--- config.mk ---
export PLATFORM = sky130hd
export DESIGN_NAME = radio_rst_seq
export DESIGN_NICKNAME = d
export VERILOG_FILES = /design/src/rtl/rr_pkg.sv /design/src/rtl/rr_sync.sv /design/src/rtl/rr_timer.sv /design/src/rtl/radio_rst_seq.sv
export SDC_FILE = /design/constraint.sdc
export NUM_CORES = 1
export LEC_CHECK = 0
export BUFFER_PORTS_ARGS = -buffer_cell sky130_fd_sc_hd__buf_2
export CAP_MARGIN = 25
export CORE_ASPECT_RATIO = 1.4
export CORE_UTILIZATION = 60
export CTS_BUF_LIST = sky130_fd_sc_hd__clkbuf_8
export CTS_CLUSTER_SIZE = 28
export DETAILED_ROUTE_END_ITERATION = 7
export GPL_ROUTABILITY_DRIVEN = 0
export PLACE_DENSITY_LB_ADDON = 0.05
export SYNTH_ARGS = -nofsm -noshare
export SYNTH_HDL_FRONTEND = slang
export SYNTH_HIERARCHICAL = 1
export SYNTH_SLANG_ARGS = --single-unit
--- constraint.sdc ---
create_clock -name clk -period 3.42 [get_ports clk]
set_input_delay 1.026 -clock clk [delete_from_list [all_inputs] [get_ports clk]]
set_output_delay 1.026 -clock clk [all_outputs]
set_load 0.02 [all_outputs]
--- src/rtl/rr_pkg.sv ---
package rr_pkg;

   typedef enum logic [1:0] {
      RR_POR   = 2'd0,
      RR_IDLE  = 2'd1,
      RR_PULSE = 2'd2,
      RR_BOOT  = 2'd3
   } rr_state_e;

   // microseconds to clock cycles, rounded up so minimum times hold
   function automatic int unsigned rr_cycles(input int unsigned khz, input int unsigned us);
      return (khz * us + 999) / 1000;
   endfunction

endpackage

--- src/rtl/rr_sync.sv ---
module rr_sync #(
   parameter int unsigned STAGES = 2
) (
   input  logic clk,
   input  logic rst,
   input  logic d_i,
   output logic q_o
);

   generate
      if (STAGES < 2) begin : g_bad_stages
         $error("rr_sync needs at least two stages");
      end
   endgenerate

   logic [STAGES-1:0] stg_q;

   always_ff @(posedge clk) begin
      if (rst) stg_q <= '0;
      else     stg_q <= {stg_q[STAGES-2:0], d_i};
   end

   assign q_o = stg_q[STAGES-1];

endmodule

--- src/rtl/rr_timer.sv ---
module rr_timer #(
   parameter int unsigned W       = 8,
   parameter int unsigned RST_VAL = 0
) (
   input  logic         clk,
   input  logic         rst,
   input  logic         load_i,
   input  logic [W-1:0] val_i,
   output logic         zero_o
);

   logic [W-1:0] cnt_q;

   always_ff @(posedge clk) begin
      if (rst)                cnt_q <= W'(RST_VAL);
      else if (load_i)        cnt_q <= val_i;
      else if (cnt_q != '0)   cnt_q <= cnt_q - 1'b1;
   end

   assign zero_o = (cnt_q == '0);

   // a running wait loses exactly one count per cycle
   p_count_down_r4: assert property (@(posedge clk) disable iff (rst)
      (!load_i && cnt_q != '0) |=> (cnt_q == $past(cnt_q) - 1'b1));

endmodule

--- src/rtl/radio_rst_seq.sv ---
module radio_rst_seq
   import rr_pkg::*;
#(
   parameter int unsigned CLK_KHZ     = 50000,
   parameter int unsigned POR_US      = 10000,
   parameter int unsigned PULSE_US    = 200,
   parameter int unsigned BOOT_US     = 6000,
   parameter int unsigned SYNC_STAGES = 2
) (
   input  logic clk,
   input  logic rst,
   input  logic start_i,
   input  logic pad_i,
   output logic pad_oe_o,
   output logic busy_o,
   output logic done_o,
   output logic ready_o
);

   localparam int unsigned POR_CYC   = rr_cycles(CLK_KHZ, POR_US);
   localparam int unsigned PULSE_CYC = rr_cycles(CLK_KHZ, PULSE_US);
   localparam int unsigned BOOT_CYC  = rr_cycles(CLK_KHZ, BOOT_US);
   localparam int unsigned MAX_A     = (POR_CYC > PULSE_CYC) ? POR_CYC : PULSE_CYC;
   localparam int unsigned MAX_CYC   = (MAX_A > BOOT_CYC) ? MAX_A : BOOT_CYC;
   localparam int unsigned CNT_W     = $clog2(MAX_CYC + 1);

   generate
      if (PULSE_US < 100) begin : g_bad_pulse
         $error("low pulse shorter than 100 us");
      end
      if (BOOT_US < 5000) begin : g_bad_boot
         $error("boot wait shorter than 5 ms");
      end
      if (POR_CYC < 1 || PULSE_CYC < 1 || BOOT_CYC < 1) begin : g_bad_clk
         $error("clock too slow for the programmed times");
      end
   endgenerate

   rr_state_e        state_q, state_d;
   logic             t_load, t_zero, line_q, accept, finish;
   logic [CNT_W-1:0] t_val;

   rr_sync #(.STAGES(SYNC_STAGES)) u_sync (
      .clk (clk),
      .rst (rst),
      .d_i (pad_i),
      .q_o (line_q)
   );

   rr_timer #(.W(CNT_W), .RST_VAL(POR_CYC - 1)) u_timer (
      .clk    (clk),
      .rst    (rst),
      .load_i (t_load),
      .val_i  (t_val),
      .zero_o (t_zero)
   );

   always_comb begin
      state_d = state_q;
      t_load  = 1'b0;
      t_val   = '0;
      unique case (state_q)
         RR_POR:   if (t_zero) state_d = RR_IDLE;
         RR_IDLE:  if (start_i) begin
                      state_d = RR_PULSE;
                      t_load  = 1'b1;
                      t_val   = CNT_W'(PULSE_CYC - 1);
                   end
         RR_PULSE: if (t_zero) begin
                      state_d = RR_BOOT;
                      t_load  = 1'b1;
                      t_val   = CNT_W'(BOOT_CYC - 1);
                   end
         RR_BOOT:  if (t_zero) state_d = RR_IDLE;
         default:  state_d = RR_POR;
      endcase
   end

   assign accept = (state_q == RR_IDLE) && start_i;
   assign finish = ((state_q == RR_POR) || (state_q == RR_BOOT)) && t_zero;

   always_ff @(posedge clk) begin
      if (rst) begin
         state_q <= RR_POR;
         done_o  <= 1'b0;
         ready_o <= 1'b0;
      end else begin
         state_q <= state_d;
         done_o  <= finish;
         if (finish)      ready_o <= line_q;
         else if (accept) ready_o <= 1'b0;
      end
   end

   assign pad_oe_o = (state_q == RR_PULSE);
   assign busy_o   = (state_q != RR_IDLE);

   // the line is only pulled low after an accepted start
   p_oe_after_start_r3: assert property (@(posedge clk) disable iff (rst)
      $rose(pad_oe_o) |-> ($past(start_i) && !$past(busy_o)));

   // end-of-sequence pulse lasts one cycle
   p_done_single_r7: assert property (@(posedge clk) disable iff (rst)
      done_o |=> !done_o);

   // a new sequence starts with ready cleared
   p_ready_cleared_r7: assert property (@(posedge clk) disable iff (rst)
      $rose(busy_o) |-> !ready_o);

   // ready moves only at a verdict or a start
   p_ready_moves_r5: assert property (@(posedge clk) disable iff (rst)
      !$stable(ready_o) |-> (done_o || busy_o));

   // the verdict cycle is never busy
   p_done_not_busy_r9: assert property (@(posedge clk) disable iff (rst)
      (done_o && !$past(done_o)) |-> !busy_o || $past(start_i));

endmodule

==> flow_summary.ini, run 1 <==
[die]
fp.coreArea_um2 = 2000
design.die.area_um2 = 2330
pin_count = 8
row_count = 19
die_height_um = 56.7
initial_util_pct = 64.2
floorplan.die.width_um = 41.1

[setup_path]
r2r-start = u_timer/cnt_q[0]$_SDFFE_PP1P_
crit_fanout = 23
worst_ep_arrival_time_ns = 3.03
timing.critical_path.required_ns = 3.61
setup.worst_path.start = u_timer/cnt_q[0]$_SDFFE_PP1P_
startpoint_type = flop
cp-end-kind = flop
setup.worst_path.class = reg -> reg

[layout]
nets = 170
drive_gt1_share_pct = 14.8
layout.cells.most_common = sky130_fd_sc_hd__dfxtp_1
ff_latch_area_um2 = 500
n_antenna_cell = 0
syn2layout_area_growth_pct = 7.90
fill_cells = 162
fin_cells = 183
layout_common_cells = 25 x sky130_fd_sc_hd__dfxtp_1, 16 x sky130_fd_sc_hd__a21oi_1, 15 x sky130_fd_sc_hd__nand2_1
multi_input_area_um2 = 728

[sta]
final.setup.tns_ns = 0
setup_viol = 0
worst_clock_skew_ns = 0.00175
max_freq_mhz = 352
fin_crit_sh_pct = 83.1
drv_slew = 0
hold_viol = 0
time_the_final_worst_path_needs_with_i_o_delays_and_setup_ns = 2.84
rsz0062_at_grt = no

[logic_synthesis]
postSynthAreaPerCell_um2 = 8.55
synthDistinctLibCells = 40
synth.area.mux_share_pct = 0
synth-compound-area-share_pct = 17.9
synthCells = 150
netlist_area_before_placement_um2 = 1280
ys_seq_elements = 25
seq_area_frac_synth_pct = 39.0
xor_and_xnor_area_share_after_synthesis_pct = 10.9
synth_top_family_by_area = simple AND/OR/NAND/NOR gates
yosys.area_share.adder_pct = 2.93
synth_simple_gate_area_share_pct = 23.3
ys.warnings.count = 6

[global_route]
grt-ovfl-total = 0
grt_start_max_net_pins = 25
antenna_violations_before_repair = 0
first_global_vias = 963
grt_total_usage_pct = 25.7
grt_first_pass_wirelength_mm = 4.17

[clocking]
post-cts-setup-buffers = 0
tritoncts.num_buffers = 3
cts.sink_count = 25
ctsHoldBuffers = 0
clk_pin_slew_worst_paths_ns = 0.08
later_pin_clock_latency_in_the_skew_report_ns = 0.27
cts.path.max_buffers = 2
clock-root-buffer = sky130_fd_sc_hd__clkbuf_8
tritoncts = done
cts_max_level = 1
post_cts_resize_count = 0

[hold_path]
timing.hold.worst.class = reg -> reg
worst_hold_startpoint = u_sync/stg_q[0]$_SDFF_PP0_

[route]
routedLengthMet1_mm = 1.09
routed.top_layer = met4
first_pass_iters = 4
route.met3.wl_um = 63
drt-vias-per-instance = 5.85
ant_nets_after_route = 0
vias = 1071
postRouteWirelength_mm = 2.47
avgRoutedWirePerCell_um = 13.5
iteration_0_drc_count_of_the_detailed_router = 42
drc_errors = 0
met2_wirelength_mm = 1.27

[pwr]
static-leakage-power_nw = 0.504
ir_drop_v = 0.000347
power_density_nw_per_um2 = 353
tot_pwr_w = 0.000489

[run_status]
status = finished, final reports clean

[placement]
placed_cells_incl_taps = 179
place_hpwl_mm = 1.84
quantity_of_i_o_buffers_inserted_on_ports = 7

[job]
max-cap-violations = 0
==> metal layers <==
layer  up-vias  global-route usage, %
met5         -                      0
met4         0                   11.4
met3         5                   3.56
met2        21                   41.3
met1       501                   31.7
li1        544                      -
==> report_power, final <==
part / switching, W / internal, W
clock network: 0.0000887 / 0.0000804
logic: 0.0000126 / 0.00000858
registers: 0.00000385 / 0.000295
total: 0.000105 / 0.000384
==> state kept, by name, indices dropped and copies added (netlist names) <==
| register | flops |
|---|---|
| u_timer/cnt_q | 19 |
| state_q | 2 |
| u_sync/stg_q | 2 |
| done_o | 1 |
| ready_o | 1 |
==> cells in the mapped netlist (all sizes together) <==
cell type / number / area share (%)
or2: 1 / 0.49
a32o: 1 / 0.78
nor2: 9 / 3.2
conb: 1 / 0.29
o31ai: 2 / 1.2
o21bai: 1 / 0.88
o31a: 1 / 0.68
nand3: 5 / 2.3
o22ai: 1 / 0.49
nor4: 2 / 1.5
buf: 3 / 2.4
inv: 9 / 2.6
nand2: 15 / 4.4
a21oi: 17 / 6.6
xor2: 5 / 3.4
and2b: 1 / 0.59
xnor2: 11 / 7.5
dfxtp: 25 / 39
clkbuf: 2 / 0.59
ha: 3 / 2.9
nor3: 5 / 2.3
a311oi: 1 / 0.68
o21ai: 11 / 4.6
nor2b: 3 / 1.5
or3: 6 / 2.9
nor3b: 1 / 0.59
o211ai: 1 / 0.59
o311ai: 2 / 1.4
or4: 4 / 2.9
or2b: 1 / 0.59
==> worst paths after layout <==
check	end	slack [ns]	depth (start not counted)
min reg2reg	u_sync/stg_q[1]$_SDFF_PP0_	0.46	1
max	u_timer/cnt_q[9]$_SDFFE_PP0P_	0.58	11
max reg2reg	u_timer/cnt_q[9]$_SDFFE_PP0P_	0.58	11
min	u_sync/stg_q[1]$_SDFF_PP0_	0.46	1
==> per-stage QoR <==
step / cell area [um^2] / hold WS [ns] / util, % / setup WS [ns]
after global placement: 1340 / 0.419 / 67.0 / 0.819
after CTS: 1380 / 0.460 / 69.3 / 0.614
after floorplan: 1300 / 0.414 / - / 0.604
final: 1380 / 0.456 / 69.3 / 0.579
after detailed placement: 1340 / 0.449 / 67.0 / 0.639
after global routing: 1380 / 0.469 / 69.3 / 0.335
==> worst max-delay path: stages (launching register included) <==
cell and delay [ns]:
sky130_fd_sc_hd__dfxtp_1 0.35, sky130_fd_sc_hd__inv_2 0.07, sky130_fd_sc_hd__ha_1 0.17, sky130_fd_sc_hd__nor3b_1 0.43
sky130_fd_sc_hd__nand3_1 0.28, sky130_fd_sc_hd__and2b_1 0.27, sky130_fd_sc_hd__buf_4 0.19, sky130_fd_sc_hd__nand2_1 0.10
sky130_fd_sc_hd__a21oi_2 0.34, sky130_fd_sc_hd__buf_4 0.30, sky130_fd_sc_hd__nand2_1 0.08, sky130_fd_sc_hd__o22ai_1 0.17
==> final cells by class <==
class,instances,share of cell area (%)
tap,21,1.90
inverter,9,2.44
timing repair buffer,9,3.62
multi-input combinational,115,52.6
sequential,25,36.2
clock inverter,1,0.271
clock buffer,3,2.98
==> cell families after synthesis <==
kind of cell             after synthesis
AO/OA/AOI/OAI                         38
XOR/XNOR                              16
adder cells (fa/ha/maj)                3
buffers and inverters                 14
flip-flops                            25
other                                  1
AND/OR/NAND/NOR                       53
Note: power is estimated with default switching activity, not from simulation.
==> run 2, diff against run 1 <==
--- a/config.mk
+++ b/config.mk
@@ -8,7 +8,7 @@
 export BUFFER_PORTS_ARGS = -buffer_cell sky130_fd_sc_hd__buf_2
 export CAP_MARGIN = 25
 export CORE_ASPECT_RATIO = 1.4
-export CORE_UTILIZATION = 60
+export CORE_UTILIZATION = 56
 export CTS_BUF_LIST = sky130_fd_sc_hd__clkbuf_8
 export CTS_CLUSTER_SIZE = 28
 export DETAILED_ROUTE_END_ITERATION = 7
==> constraint.sdc (replaced) <==
create_clock -name clk -period 2.4 [get_ports clk]
set_input_delay 0.72 -clock clk [delete_from_list [all_inputs] [get_ports clk]]
set_output_delay 0.72 -clock clk [all_outputs]
set_load 0.02 [all_outputs]
==> flow_summary.ini, run 2 (synthesis results as in run 1) <==
[setup_path]
setup.worst_path.class = reg -> reg
worst_ep_arrival_time_ns = 2.35
crit_fanout = 15
reg2reg_to = u_timer/cnt_q[1]$_SDFFE_PP1P_
r2r-start = u_timer/cnt_q[0]$_SDFFE_PP1P_
worst-r2r-cell-count = 10
worst_setup_endpoint = u_timer/cnt_q[1]$_SDFFE_PP1P_
cp-end-kind = flop
setup.worst_path.start = u_timer/cnt_q[0]$_SDFFE_PP1P_
timing.critical_path.required_ns = 2.58
startpoint_type = flop
reg2reg_setup_slack_ns = 0.23

[route]
avgRoutedWirePerCell_um = 14.2
vias = 1058
iteration_0_drc_count_of_the_detailed_router = 10
drt-vias-per-instance = 5.69
postRouteWirelength_mm = 2.64
first_pass_iters = 4
ant_nets_after_route = 0
drc_errors = 0

[hold_path]
timing.hold.worst.class = reg -> reg

[sta]
worst_clock_skew_ns = 0.00525
rsz0062_at_grt = no
max_freq_mhz = 461
hold_viol = 0
time_the_final_worst_path_needs_with_i_o_delays_and_setup_ns = 2.17
fin_hold_ws_ns = 0.462
fin_crit_sh_pct = 90.5
setup_viol = 0
postLayoutSetupSlackWorst_ns = 0.228
final.setup.tns_ns = 0
drv_slew = 0

[clocking]
tritoncts = done
tritoncts.num_buffers = 3
post-cts-setup-buffers = 0
ctsHoldBuffers = 0
clock-root-buffer = sky130_fd_sc_hd__clkbuf_8
cts.sink_count = 25
cts.path.max_buffers = 2
post_cts_resize_count = 0
clk_pin_slew_worst_paths_ns = 0.09
cts_max_level = 1
later_pin_clock_latency_in_the_skew_report_ns = 0.26

[pwr]
ir_drop_v = 0.000441
static-leakage-power_nw = 0.512
power_density_nw_per_um2 = 494

[global_route]
grt_total_usage_pct = 23.4
grt-ovfl-total = 0
grt_start_max_net_pins = 25
antenna_violations_before_repair = 0
first_global_vias = 1091
grt_first_pass_wirelength_mm = 4.52

[die]
fp.coreArea_um2 = 2180
floorplan.die.width_um = 42.4
pin_count = 8
row_count = 20
initial_util_pct = 58.9
design.die.area_um2 = 2490
die_height_um = 58.6

[placement]
place_hpwl_mm = 1.99
detailedPlace.worstSlack_ns = 0.269
dpl-instance-area_um2 = 1370
quantity_of_i_o_buffers_inserted_on_ports = 7

[layout]
nets = 172
largest-register = u_timer/cnt_q
layout_common_cells = 25 x sky130_fd_sc_hd__dfxtp_1, 16 x sky130_fd_sc_hd__a21oi_1, 15 x sky130_fd_sc_hd__nand2_1
layout_top_registers = u_timer/cnt_q: 19 flops, state_q: 2 flops, u_sync/stg_q: 2 flops
fill_cells = 194
syn2layout_area_growth_pct = 10.2
flip_flop_count_of_the_largest_register_all_copies_and_words_added = 19
n_antenna_cell = 0
layout.cells.most_common = sky130_fd_sc_hd__dfxtp_1
ff_latch_area_um2 = 500
drive_gt1_share_pct = 17.1
final_cell_area_um2 = 1410
multi_input_area_um2 = 741

[run_status]
status = finished, final reports clean

[job]
max-cap-violations = 0
-- run 2: changes by cell type in the layout (fill, tap and decap cells not counted), sizes merged --
| cell | previous run | this run |
|---|---|---|
| inv | 10 | 9 |
| buf | 9 | 11 |
| clkinv | 0 | 1 |
-- run 2: through the flow --
step,utilization [%],cells,power (W)
2_1_floorplan,-,154,0.000456
3_3_place_gp,62.8,182,0.000464
3_5_place_dp,62.8,182,0.000465
4_1_cts,64.9,186,0.000707
5_1_grt,64.9,186,0.000727
6_report,64.9,186,0.000699
-- run 2: power by group --
| part | switching, W | total [W] | internal, W | leakage, nW |
|---|---|---|---|---|
| combinational | 0.0000175 | 0.0000298 | 0.0000123 | 0.284 |
| clock | 0.000127 | 0.000243 | 0.000116 | 0.0255 |
| sequential | 0.00000586 | 0.000426 | 0.000420 | 0.203 |
-- run 2: worst min path at each step --
| stage | depth (start not counted) | slack [ns] | to | startpoint |
|---|---|---|---|---|
| final | 1 | 0.46 | u_sync/stg_q[1]$_SDFF_PP0_ | u_sync/stg_q[0]$_SDFF_PP0_ |
| after global routing | 1 | 0.47 | u_sync/stg_q[1]$_SDFF_PP0_ | u_sync/stg_q[0]$_SDFF_PP0_ |
| after CTS | 1 | 0.47 | u_sync/stg_q[1]$_SDFF_PP0_ | u_sync/stg_q[0]$_SDFF_PP0_ |
| after detailed placement | 1 | 0.44 | u_sync/stg_q[1]$_SDFF_PP0_ | u_sync/stg_q[0]$_SDFF_PP0_ |
| after global placement | 1 | 0.43 | u_sync/stg_q[1]$_SDFF_PP0_ | u_sync/stg_q[0]$_SDFF_PP0_ |
| after floorplan | 1 | 0.41 | u_sync/stg_q[1]$_SDFF_PP0_ | u_sync/stg_q[0]$_SDFF_PP0_ |
-- run 2: worst max-delay path, cell delays in order (launching register included) --
cell                       delay, ns
sky130_fd_sc_hd__dfxtp_1        0.35
sky130_fd_sc_hd__inv_2          0.08
sky130_fd_sc_hd__ha_1           0.17
sky130_fd_sc_hd__nor3b_2        0.31
sky130_fd_sc_hd__nand3_1        0.17
sky130_fd_sc_hd__and2b_1        0.25
sky130_fd_sc_hd__nand2_1        0.10
sky130_fd_sc_hd__a21oi_4        0.23
sky130_fd_sc_hd__buf_4          0.24
sky130_fd_sc_hd__a21oi_1        0.10
sky130_fd_sc_hd__o311ai_1       0.09
-- run 2: per-layer routing --
layer	GRT usage, %	up-vias	part of all wire (%)	wire [um]
li1	-	549	-	-
met3	3.68	2	2.2	58
met2	42.2	22	53	1410
met1	26.9	485	44	1150
met4	10.7	0	0.64	17
met5	0	-	0	0
-- run 2: cell type report --
class,count,area share [%]
clock buffer,3,2.92
sequential,25,35.4
multi-input combinational,115,52.4
tap,22,1.95
timing repair buffer,11,4.60
clock inverter,1,0.354
inverter,9,2.39
==> run 3, diff against run 2 <==
--- a/config.mk
+++ b/config.mk
@@ -7,8 +7,10 @@
 export LEC_CHECK = 0
 export BUFFER_PORTS_ARGS = -buffer_cell sky130_fd_sc_hd__buf_2
 export CAP_MARGIN = 25
+export CELL_PAD_IN_SITES_DETAIL_PLACEMENT = 1
+export CELL_PAD_IN_SITES_GLOBAL_PLACEMENT = 2
 export CORE_ASPECT_RATIO = 1.4
-export CORE_UTILIZATION = 56
+export CORE_UTILIZATION = 34
 export CTS_BUF_LIST = sky130_fd_sc_hd__clkbuf_8
 export CTS_CLUSTER_SIZE = 28
 export DETAILED_ROUTE_END_ITERATION = 7
==> flow_summary.ini, run 3 (synthesis results as in run 1) <==
[run_status]
status = finished, final reports clean

[setup_path]
reg2reg_setup_slack_ns = 0.24
timing.critical_path.buf_inv = 2
setup.worst_path.class = reg -> reg
cp-end-kind = flop
worst_ep_arrival_time_ns = 2.36
crit_path_max_incr_delay_ns = 0.39
cpLargestDelayFamily = simple AND/OR/NAND/NOR gates
startpoint_type = flop
timing.critical_path.required_ns = 2.61
slowest_stage = sky130_fd_sc_hd__dfxtp_1
crit_fanout = 9
timing.critical_path.cells = inv_2, ha_1, nor3b_2, nand3_1, and2b_1, nand2_1, a21oi_4, buf_4, or3_1, a21oi_1

[clocking]
clk_pin_slew_worst_paths_ns = 0.09
post_cts_resize_count = 0
tritoncts.num_buffers = 3
cts_max_level = 1
post-cts-setup-buffers = 0
cts.path.max_buffers = 2
cts.sink_count = 25
later_pin_clock_latency_in_the_skew_report_ns = 0.27
clock-root-buffer = sky130_fd_sc_hd__clkbuf_8
ctsHoldBuffers = 0
tritoncts = done

[route]
drc_errors = 0
iteration_0_drc_count_of_the_detailed_router = 13
drt-vias-per-instance = 5.14
avgRoutedWirePerCell_um = 14.1
vias = 1075
postRouteWirelength_mm = 2.94
ant_nets_after_route = 0
first_pass_iters = 4

[placement]
placed_cells_incl_taps = 205
dpl-instance-area_um2 = 1420
quantity_of_i_o_buffers_inserted_on_ports = 7
place_hpwl_mm = 2.22

[global_route]
grt-ovfl-total = 0
grt_total_usage_pct = 17.0
grt_start_max_net_pins = 25
antenna_violations_before_repair = 0
first_global_vias = 1084
grt_first_pass_wirelength_mm = 4.89

[die]
pin_count = 8
row_count = 26
fp.coreArea_um2 = 3640
initial_util_pct = 35.2
die_height_um = 74.7
floorplan.die.width_um = 53.9
design.die.area_um2 = 4030

[job]
max-cap-violations = 0

[sta]
slew_headroom_pct = 64.2
drv_slew = 0
rsz0062_at_grt = no
worst-slew-pin-transition_ns = 0.533
hold_viol = 0
setup_viol = 0
time_the_final_worst_path_needs_with_i_o_delays_and_setup_ns = 2.16
final.setup.tns_ns = 0
max_freq_mhz = 464
worst_clock_skew_ns = 0.00188
fin_crit_sh_pct = 89.8

[layout]
layout_top_registers = u_timer/cnt_q: 19 flops, state_q: 2 flops, u_sync/stg_q: 2 flops
flip_flop_count_of_the_largest_register_all_copies_and_words_added = 19
final_cell_area_um2 = 1460
syn2layout_area_growth_pct = 14.0
drive_gt1_share_pct = 18.6
largest-register = u_timer/cnt_q
nets = 175
fill_cells = 469
final_core_utilization_pct = 40.1
fin_cells = 209
n_antenna_cell = 0
layout.cells.most_common = sky130_fd_sc_hd__dfxtp_1
layout_common_cells = 25 x sky130_fd_sc_hd__dfxtp_1, 16 x sky130_fd_sc_hd__a21oi_1, 15 x sky130_fd_sc_hd__nand2_1

[pwr]
ir_drop_v = 0.000255
power_density_nw_per_um2 = 487
static-leakage-power_nw = 0.528
tot_pwr_w = 0.000711

[hold_path]
timing.hold.worst.class = reg -> reg
-- run 3: cell count changes in the layout (fill, tap and decap cells not counted) --
| cell | change |
|---|---|
| sky130_fd_sc_hd__buf_4 | +3 |
-- run 3: where the power goes --
part           switching (W)  total (W)  internal (W)  leakage [nW]
combinational      0.0000169  0.0000289     0.0000120         0.300
sequential        0.00000553   0.000426      0.000420         0.203
clock               0.000140   0.000257      0.000116        0.0255
total               0.000163   0.000711      0.000549         0.528
-- run 3: cell type report --
class / count / area [um^2] / share of cell area [%]
well taps: 42 / 52.6 / 3.60
flip-flops and latches: 25 / 500 / 34.2
clock inverters: 1 / 5.00 / 0.342
repair buffers: 14 / 87.6 / 5.99
clock buffers: 3 / 41.3 / 2.83
inverters: 9 / 33.8 / 2.31
multi-input cells: 115 / 741 / 50.7
-- run 3: final timing paths --
| path | end | depth (start not counted) | start |
|---|---|---|---|
| hold reg to reg | u_sync/stg_q[1]$_SDFF_PP0_ | 1 | u_sync/stg_q[0]$_SDFF_PP0_ |
| setup reg to reg | u_timer/cnt_q[5]$_SDFFE_PP0P_ | 10 | u_timer/cnt_q[0]$_SDFFE_PP1P_ |
| setup / recovery | u_timer/cnt_q[5]$_SDFFE_PP0P_ | 10 | u_timer/cnt_q[0]$_SDFFE_PP1P_ |
| hold / removal | u_sync/stg_q[1]$_SDFF_PP0_ | 1 | u_sync/stg_q[0]$_SDFF_PP0_ |
-- run 3: per-layer routing --
metal	track usage [%]	share of wire (%)
met4	7.89	1.9
met5	0	0
met3	2.42	1.6
met1	20.5	45
met2	29.1	51
-- run 3: worst reg2reg max path, delay by kind of cell, from the launching register on --
| kind | cells | cell delay (ns) |
|---|---|---|
| simple gates | 5 | 1.01 |
| fa+ha+maj | 1 | 0.22 |
| buf+inv | 2 | 0.23 |
| compound gates | 2 | 0.24 |
| flops | 1 | 0.39 |
-- run 3: per-stage QoR --
step / worst slack (ns) / hold slack (ns)
6_report: 0.245 / 0.457
5_1_grt: 0.0139 / 0.473
4_1_cts: 0.224 / 0.464
3_5_place_dp: 0.266 / 0.443
3_3_place_gp: 0.305 / 0.418
2_1_floorplan: 0.0897 / 0.414
